==> config.mk <==
export PLATFORM = sky130hd
export DESIGN_NAME = link_bundle_init
export DESIGN_NICKNAME = d
export VERILOG_FILES = /design/src/rtl/lbi_pkg.sv /design/src/rtl/lbi_step_table.sv /design/src/rtl/lbi_link_watch.sv /design/src/rtl/link_bundle_init.sv
export SDC_FILE = /design/constraint.sdc
export NUM_CORES = 1
export LEC_CHECK = 0
export ABC_AREA = 1
export CAP_MARGIN = 15
export CORE_UTILIZATION = 55
export DETAILED_ROUTE_END_ITERATION = 10
export DONT_BUFFER_PORTS = 1
export PLACE_DENSITY = 0.7
export SLEW_MARGIN = 25
export SYNTH_ARGS = -nofsm -noshare
export SYNTH_HDL_FRONTEND = slang
export SYNTH_SLANG_ARGS = --single-unit
==> constraint.sdc <==
create_clock -name clk_i -period 1.9 [get_ports clk_i]
set_input_delay 0.475 -clock clk_i [delete_from_list [all_inputs] [get_ports clk_i]]
set_output_delay 0.475 -clock clk_i [all_outputs]
set_load 0.01 [all_outputs]
==> src/rtl/lbi_pkg.sv <==
package lbi_pkg;
  localparam int ADDR_W = 16;
  localparam int DATA_W = 8;

  typedef enum logic [2:0] {
    ST_IDLE, ST_WRITE, ST_WAIT, ST_FINAL, ST_DONE, ST_FAIL
  } lbi_state_e;

  localparam logic [ADDR_W-1:0] A_CH_BASE   = 16'h0100;
  localparam logic [ADDR_W-1:0] A_CH_STRIDE = 16'h0010;
  localparam logic [ADDR_W-1:0] A_BUNDLE    = 16'h0200;
  localparam logic [ADDR_W-1:0] A_MODE      = 16'h0201;
  localparam logic [ADDR_W-1:0] A_SOFT_RST  = 16'h0202;
  localparam logic [ADDR_W-1:0] A_TX_DONE   = 16'h0203;
  localparam logic [ADDR_W-1:0] A_GRST_A    = 16'h0300;
  localparam logic [ADDR_W-1:0] A_GRST_B    = 16'h0310;

  localparam logic [DATA_W-1:0] D_CH_CFG    = 8'h82;
  localparam logic [DATA_W-1:0] D_BND_INIT  = 8'h1B;
  localparam logic [DATA_W-1:0] D_BND_FINAL = 8'h49;
  localparam logic [DATA_W-1:0] D_CELL8     = 8'h01;
  localparam logic [DATA_W-1:0] D_FIFO_CLR  = 8'h20;

  localparam int N_FIXED = 9;  // writes after the per-channel block
endpackage

==> src/rtl/lbi_step_table.sv <==
module lbi_step_table
  import lbi_pkg::*;
#(
  parameter int NUM_CH = 8,
  parameter int IDX_W  = 5
) (
  input  logic [IDX_W-1:0]  idx_i,
  output logic [ADDR_W-1:0] addr_o,
  output logic [DATA_W-1:0] data_o
);
  localparam int PRE_N = NUM_CH + N_FIXED;

  logic [IDX_W-1:0] rel;

  always_comb begin
    rel    = idx_i - IDX_W'(NUM_CH);
    addr_o = A_BUNDLE;
    data_o = D_BND_FINAL;
    if (int'(idx_i) < NUM_CH) begin
      addr_o = A_CH_BASE + ADDR_W'(idx_i) * A_CH_STRIDE;
      data_o = D_CH_CFG;
    end else if (int'(idx_i) < PRE_N) begin
      unique case (int'(rel))
        0: begin addr_o = A_BUNDLE;   data_o = D_BND_INIT; end
        1: begin addr_o = A_MODE;     data_o = D_CELL8;    end
        2: begin addr_o = A_SOFT_RST; data_o = 8'h01;      end
        3: begin addr_o = A_SOFT_RST; data_o = 8'h00;      end
        4: begin addr_o = A_TX_DONE;  data_o = 8'h01;      end
        5: begin addr_o = A_GRST_A;   data_o = D_FIFO_CLR; end
        6: begin addr_o = A_GRST_B;   data_o = D_FIFO_CLR; end
        7: begin addr_o = A_GRST_A;   data_o = 8'h00;      end
        default: begin addr_o = A_GRST_B; data_o = 8'h00;  end
      endcase
    end
  end
endmodule

==> src/rtl/lbi_link_watch.sv <==
module lbi_link_watch #(
  parameter int NUM_LINKS   = 8,
  parameter int TIMEOUT_CYC = 1000000
) (
  input  logic                 clk_i,
  input  logic                 rst_ni,
  input  logic                 arm_i,
  input  logic [NUM_LINKS-1:0] link_good_i,
  output logic                 all_good_o,
  output logic                 expired_o
);
  localparam int CNT_W = $clog2(TIMEOUT_CYC + 1);
  localparam logic [CNT_W-1:0] CNT_LAST = CNT_W'(TIMEOUT_CYC - 1);

  logic [CNT_W-1:0] cnt_q;

  assign all_good_o = &link_good_i;
  assign expired_o  = arm_i && (cnt_q == CNT_LAST);

  always_ff @(posedge clk_i or negedge rst_ni) begin
    if (!rst_ni)                cnt_q <= '0;
    else if (!arm_i)            cnt_q <= '0;
    else if (cnt_q != CNT_LAST) cnt_q <= cnt_q + 1'b1;
  end

  p_cnt_clear_r7: assert property (@(posedge clk_i) disable iff (!rst_ni)
    !arm_i |=> cnt_q == '0);
  p_cnt_step_r7: assert property (@(posedge clk_i) disable iff (!rst_ni)
    arm_i && cnt_q != CNT_LAST |=> cnt_q == $past(cnt_q) + 1'b1);
endmodule

==> src/rtl/link_bundle_init.sv <==
module link_bundle_init
  import lbi_pkg::*;
#(
  parameter int NUM_CH      = 8,
  parameter int NUM_LINKS   = 8,
  parameter int TIMEOUT_CYC = 1000000
) (
  input  logic                 clk_i,
  input  logic                 rst_ni,
  input  logic                 start_i,
  input  logic [NUM_LINKS-1:0] link_good_i,
  input  logic                 wr_ready_i,
  output logic                 wr_valid_o,
  output logic [ADDR_W-1:0]    wr_addr_o,
  output logic [DATA_W-1:0]    wr_data_o,
  output logic                 busy_o,
  output logic                 done_o,
  output logic                 error_o
);
  localparam int PRE_N = NUM_CH + N_FIXED;
  localparam int IDX_W = $clog2(PRE_N + 1);
  localparam logic [IDX_W-1:0] IDX_LAST = IDX_W'(PRE_N - 1);
  localparam logic [IDX_W-1:0] IDX_FIN  = IDX_W'(PRE_N);

  lbi_state_e       state_q, state_d;
  logic [IDX_W-1:0] idx_q, idx_d;
  logic             all_good, expired, xfer;

  lbi_step_table #(.NUM_CH(NUM_CH), .IDX_W(IDX_W)) u_table (
    .idx_i (idx_q),
    .addr_o(wr_addr_o),
    .data_o(wr_data_o)
  );

  lbi_link_watch #(.NUM_LINKS(NUM_LINKS), .TIMEOUT_CYC(TIMEOUT_CYC)) u_watch (
    .clk_i      (clk_i),
    .rst_ni     (rst_ni),
    .arm_i      (state_q == ST_WAIT),
    .link_good_i(link_good_i),
    .all_good_o (all_good),
    .expired_o  (expired)
  );

  assign wr_valid_o = (state_q == ST_WRITE) || (state_q == ST_FINAL);
  assign xfer       = wr_valid_o && wr_ready_i;
  assign busy_o     = wr_valid_o || (state_q == ST_WAIT);
  assign done_o     = (state_q == ST_DONE);
  assign error_o    = (state_q == ST_FAIL);

  always_comb begin
    state_d = state_q;
    idx_d   = idx_q;
    unique case (state_q)
      ST_IDLE, ST_DONE, ST_FAIL:
        if (start_i) begin
          state_d = ST_WRITE;
          idx_d   = '0;
        end
      ST_WRITE:
        if (xfer) begin
          if (idx_q == IDX_LAST) begin
            state_d = ST_WAIT;
            idx_d   = IDX_FIN;
          end else begin
            idx_d = idx_q + 1'b1;
          end
        end
      // link-good takes priority over a timeout on the same edge
      ST_WAIT:
        if (all_good)     state_d = ST_FINAL;
        else if (expired) state_d = ST_FAIL;
      ST_FINAL:
        if (xfer) state_d = ST_DONE;
      default: state_d = ST_IDLE;
    endcase
  end

  always_ff @(posedge clk_i or negedge rst_ni) begin
    if (!rst_ni) begin
      state_q <= ST_IDLE;
      idx_q   <= '0;
    end else begin
      state_q <= state_d;
      idx_q   <= idx_d;
    end
  end

  p_hold_r5: assert property (@(posedge clk_i) disable iff (!rst_ni)
    wr_valid_o && !wr_ready_i |=> wr_valid_o && $stable(wr_addr_o) && $stable(wr_data_o));
  p_final_gate_r6: assert property (@(posedge clk_i) disable iff (!rst_ni)
    state_q == ST_FINAL && $past(state_q) == ST_WAIT |-> $past(&link_good_i));
  p_fail_quiet_r7: assert property (@(posedge clk_i) disable iff (!rst_ni)
    error_o |-> !busy_o && !wr_valid_o && !done_o);
  p_busy_ignore_r8: assert property (@(posedge clk_i) disable iff (!rst_ni)
    busy_o && start_i && !xfer && state_q != ST_WAIT |=> $stable(wr_addr_o) && wr_valid_o);
  p_done_hold_r9: assert property (@(posedge clk_i) disable iff (!rst_ni)
    done_o && !start_i |=> done_o && !busy_o);
  p_start_go_r2: assert property (@(posedge clk_i) disable iff (!rst_ni)
    !busy_o && start_i |=> busy_o && wr_valid_o && !done_o && !error_o);
endmodule

Yosys cells after proc, flatten, opt, wreduce, memory -nomap -nowiden

Memory sizes are Yosys's and may differ from the RTL's.
Index checks and enable logic that the tools add are counted.

Bits in registers: 28
Memories: 1
Input port bits: 12
Bits in read-only memories: 72
Output and inout port bits: 28

$add $sub $neg: 4
Reduce and logical (&&, ||, !) cells: 11
Magnitude comparators: 2
Equal/unequal tests: 14
Muxes and demuxes: 18

Memories:

| memory           | depth | width | rd ports | clocked after Yosys merged registers in | write ports | RTL line             | text |
|---|---|---|---|---|---|---|---|
| (name not given) | 8     | 9     | 1        | 0                                       | 0           | lbi_step_table.sv:23 | `unique case (int'(rel))` |

Operator list:

| cell                                                                  | count |
|---|---|
| 20-bit two-way mux                                                    | 2 |
| 16-bit two-way mux                                                    | 2 |
| 24-bit two-way mux                                                    | 1 |
| 20-bit by 1-bit adder with 20-bit output, second input constant       | 1 |
| 20-bit equality test, second input constant                           | 1 |
| 20-bit != test, second input constant                                 | 1 |
| 3-bit two-way mux                                                     | 6 |
| 8-bit two-way mux                                                     | 2 |
| 5-bit two-way mux                                                     | 3 |
| 3-bit case mux with 4 select lines                                    | 1 |
| 9-bit by 9-bit adder with 10-bit output, first input constant         | 1 |
| 5-bit case mux with 2 select lines                                    | 1 |
| 2-bit != test, second input constant                                  | 4 |
| 8-bit AND reduction                                                   | 1 |
| 3-bit by 2-bit equality test with 1-bit output, second input constant | 2 |
| 3-bit equality test, second input constant                            | 2 |
| 5-bit by 1-bit adder with 5-bit output, second input constant         | 1 |
| 5-bit equality test, second input constant                            | 1 |
| 5-bit by 4-bit < comparator with 1-bit output, second input constant  | 1 |
| 5-bit < comparator, second input constant                             | 1 |
| 5-bit AND reduction                                                   | 1 |
| 5-bit by 4-bit subtractor with 5-bit output, second input constant    | 1 |
| 3-bit by 1-bit equality test with 1-bit output, second input constant | 1 |
| 3-bit logical NOT                                                     | 1 |
| other kinds (8)                                                       | 10 |

Logic depth before layout (Yosys ltp)

Word-level depth: 5
Depth in mapped cells: 9

By module

From an unflattened synthesis, not the netlist that was laid out.

Cells, all modules: 311
Area, all modules: 2,115.8 um^2

By module, submodules not included:

| module           | instances | cells an instance | area an instance (um^2) | seq. area each (um^2) |
|---|---|---|---|---|
| lbi_link_watch   | 1         | 174               | 1,237.4                 | 500.5 |
| link_bundle_init | 1         | 84                | 573.0                   | 200.2 |
| lbi_step_table   | 1         | 53                | 305.3                   | 0.0 |

Least setup slack after synthesis

Ideal clock, no wire load.

Path kind: register to output
Start point: register idx_q[2]
End point: output port wr_addr_o[4]
Buffers on the path: 1
Stages on the path, launching flop included: 5
Path slack: 0.280 ns
Arrival time: 1.145 ns
Cells stage by stage: dfrtp_1 buf_2 nor2_1 a31oi_1 o31ai_1

Cells in the longest elaborated chain, start to end: 5

RTL lines:

| what                                                  | RTL line               | text |
|---|---|---|
| from (decl)                                           | link_bundle_init.sv:26 | `logic [IDX_W-1:0] idx_q, idx_d;` |
| from (signal assigned)                                | link_bundle_init.sv:84 | `idx_q <= idx_d;` |
| 5-bit by 4-bit subtractor with 5-bit output           | lbi_step_table.sv:16   | `rel = idx_i - IDX_W'(NUM_CH);` |
| memory 8 x 9 bit or 2-bit logical NOT (tied branches) | -                      |  |
| 24-bit two-way mux                                    | lbi_step_table.sv:23   |  |
| 16-bit two-way mux                                    | lbi_step_table.sv:22   | `end else if (int'(idx_i) < PRE_N) begin` |
| 16-bit two-way mux (*)                                | lbi_step_table.sv:19   | `if (int'(idx_i) < NUM_CH) begin` |
| to (decl)                                             | link_bundle_init.sv:14 | `output logic [ADDR_W-1:0] wr_addr_o,` |

Every way passes the cells marked *; elsewhere a longest branch is shown, timed or not.

Final worst setup path

Start point: register idx_q[4]
End point: output port wr_addr_o[8]

Cells in the longest elaborated chain, start to end: 5

RTL lines:

| what                                        | RTL line |
|---|---|
| 5-bit by 4-bit subtractor with 5-bit output | lbi_step_table.sv:16 |
| 2-bit logical NOT                           | lbi_step_table.sv:23 |
| 24-bit two-way mux                          | lbi_step_table.sv:23 |
| 16-bit two-way mux                          | lbi_step_table.sv:22 |
| 16-bit two-way mux (*)                      | lbi_step_table.sv:19 |

Marked as above.

==> reports/qor.yml <==
run_status:
  status: "finished, violations left"
  violations: "negative setup slack"
critical_path:
  startpoint_type: "flip-flop"
  rr_endpoint: "state_q[2]"
  cp.required_ns: 1.42
  r2r_cells: 8
  worst_ep_arrival_time_ns: 1.47
  endpoint_kind: "output port"
  crit_type: "flip-flop to output port"
  r2r_start: "idx_q[1]"
  r2r_setup_slack_ns: 0.26
  crit_fanout: 6
clock_tree:
  tritoncts: "yes"
  ctsHtreeMaxLevel: 1
  clk_pin_slew_ns: 0.15
  insertion_delay_ns: 0.33
  numCtsBuffers: 3
  clockBufferDepth: 2
  cts_num_sinks: 28
  cts_root_buf: "clkbuf_4"
detailed_routing:
  vias: 1817
  drt_iter0_markers: 126
  ant_nets: 0
  vias_per_cell: 5.328
  wl_um: 4701
  drc_errors: 0
  detail_route.wl_per_cell_um: 13.79
  drt_first_pass_iters: 4
floorplanning:
  start_util_pct: 58.58
  die_w_um: 62.09
  core_area_um2: 3390
  io_pins: 40
  die_area_um2: 3855
  rows: 21
  die_h_um: 62.09
worst_hold_path:
  holdPathStages: 2
  min_path_type: "input pin to flip-flop"
  hold_end: "idx_q[4]"
  min_from: "wr_ready_i"
power:
  power_mw: 2.144
  intPower_mw: 1.200
  leakage_nw: 1.033
  switching_share_pct: 44.03
  ir_worst_vdd_mv: 0.9935
  combPwrFrac_pct: 51.0
  power.switching_mw: 0.9441
  pwr-share-seq_pct: 35.3
  clkPwrFrac_pct: 13.7
  cellPowerDensity_nw_per_um2: 917.5
synth:
  synthFlopType: "dfrtp_1"
  ys_seq_area_share_pct: 35.29
  yosys_warnings: 0
  yosys.cell_count.top_type: "nand2_1"
  synthTopCellsByCount: "56 x nand2_1, 52 x nor2_1, 31 x inv_1"
  ys_ff_latch: 28
  async_flop_share_pct: 100.0
  syn_area_um2: 1986
  synthTopCellsByArea: "dfrtp_1 35%, nand2_1 11%, nor2_1 9.8%"
  syn_avg_cell_area_um2: 7.117
  synth_top_area_share_pct: 35.29
  synth-edff-count: 0
  syn_inst: 279
  yosys.area.top_type: "dfrtp_1"
  netlist-cell-type-count: 30
final_layout:
  num_antenna_cells: 0
  synthToLayoutAreaGrowth_pct: 17.71
  seq_area_um2: 704.4
  post-route-util_pct: 68.96
  multi_input_area_um2: 1260
  fill_cells: 276
  drive_gt1_share_pct: 25.08
  nets: 314
grt:
  antenna_found_initial: 0
  grt_pass1_vias: 1501
  grt_max_degree: 29
  grt_overflow: 0
  grt_first_pass_wirelength_um: 6451
  globalRouteTotalUtil_pct: 23.07
timing:
  setup_viol: 3
  fin_crit_sh_pct: 102.2
  rsz0062_at_grt: "yes"
  fmax_mhz: 515.0
  drv_slew: 0
  setup_slack_ns: -0.04165
  finalCriticalPeriod_ns: 1.942
  finClkSkew_ns: 0.002494
  hold_viol: 0
  whs_ns: 0.3740
placement:
  hpwl_um: 3023
  io_buffers: 0
  finalWeightedCongestion: 0.8503
flow_run:
  maxCapViolations: 0
-- cells in the final DEF, fill, tap and decap left out, types with 7 or more instances in the layout --
cell type	Yosys	routed
a21oi_1	9	7
buf_4	11	14
conb_1	1	10
dfrtp_1	28	25
inv_1	31	23
inv_2	3	9
nand2_1	56	55
nand3_1	11	11
nand4_1	12	12
nor2_1	52	42
nor2_2	4	10
o21ai_0	13	10
xor2_1	9	9
-- power groups by stage --
stage	sequential, mW	clock [mW]	combinational, mW
2_1_floorplan	0.730	0	0.553
3_3_place_gp	0.748	0	0.647
3_5_place_dp	0.749	0	0.656
4_1_cts	0.733	0.303	0.814
5_1_grt	0.768	0.328	1.18
6_report	0.756	0.295	1.09
-- routing by layer --
| metal | global-route usage (%) | part of all wire, % |
|---|---|---|
| met1 | 29.34 | 43 |
| met5 | 0 | 0 |
| met3 | 4.555 | 3.6 |
| met2 | 39.67 | 51 |
| met4 | 6.667 | 2.6 |
-- worst max-delay path by stage --
| stage | start | endpoint | slack, ns | cells past startpoint |
|---|---|---|---|---|
| after global routing | idx_q[1] | wr_addr_o[8] | -0.14 | 5 |
| after floorplan | idx_q[2] | wr_addr_o[4] | 0.28 | 4 |
| after global placement | idx_q[0] | wr_data_o[0] | 0.19 | 4 |
| after CTS | idx_q[4] | wr_addr_o[8] | -0.02 | 5 |
| final | idx_q[4] | wr_addr_o[8] | -0.04 | 5 |
| after detailed placement | idx_q[0] | wr_data_o[0] | 0.15 | 4 |
-- registers in the layout, indices dropped and copies added (netlist names) --
name and cells:
u_watch.cnt_q 20, idx_q 5, state_q 3
-- worst max-delay path, stage by stage, from the launching register on --
cell,delay (ns)
dfrtp_2,0.50
inv_2,0.08
a31oi_4,0.28
inv_2,0.12
nand2_1,0.11
inv_2,0.05
-- kinds of logic after synthesis --
kind of cell    count (synthesis)  synth area share [%]
simple gates                  151                 35.22
buf+inv                        48                 11.28
compound gates                 36                 10.27
flops                          28                 35.29
xor+xnor                        9                 3.970
fa+ha+maj                       6                 3.781
other cells                     1                0.1889
-- metrics by stage --
| stage | std cells | instance area [µm²] | TNS [ns] | setup WS (ns) |
|---|---|---|---|---|
| after detailed placement | 323 | 2003 | 0 | 0.1503 |
| after floorplan | 288 | 2019 | 0 | 0.2795 |
| after global placement | 323 | 2003 | 0 | 0.1882 |
| after CTS | 335 | 2173 | -0.02926 | -0.01757 |
| final | 341 | 2337 | -0.06537 | -0.04165 |
| after global routing | 341 | 2337 | -0.6193 | -0.1382 |
-- cell type report --
cell class | count | share of cell area [%]
clock buffer | 4 | 1.552
inverter | 34 | 5.675
multi-input combinational | 212 | 53.91
sequential | 28 | 30.14
tap | 46 | 2.463
timing repair buffer | 17 | 6.263
-- what timing repair did --
item	in CTS	in global routing
hold buffers	2	0
buffers inserted	6	6
pin swaps	4	9
endpoints found under the setup margin	9	11
gates resized for setup	24	28
hold endpoints to repair	28	0
gates cloned	0	0
(Power assumes the default switching activity.)
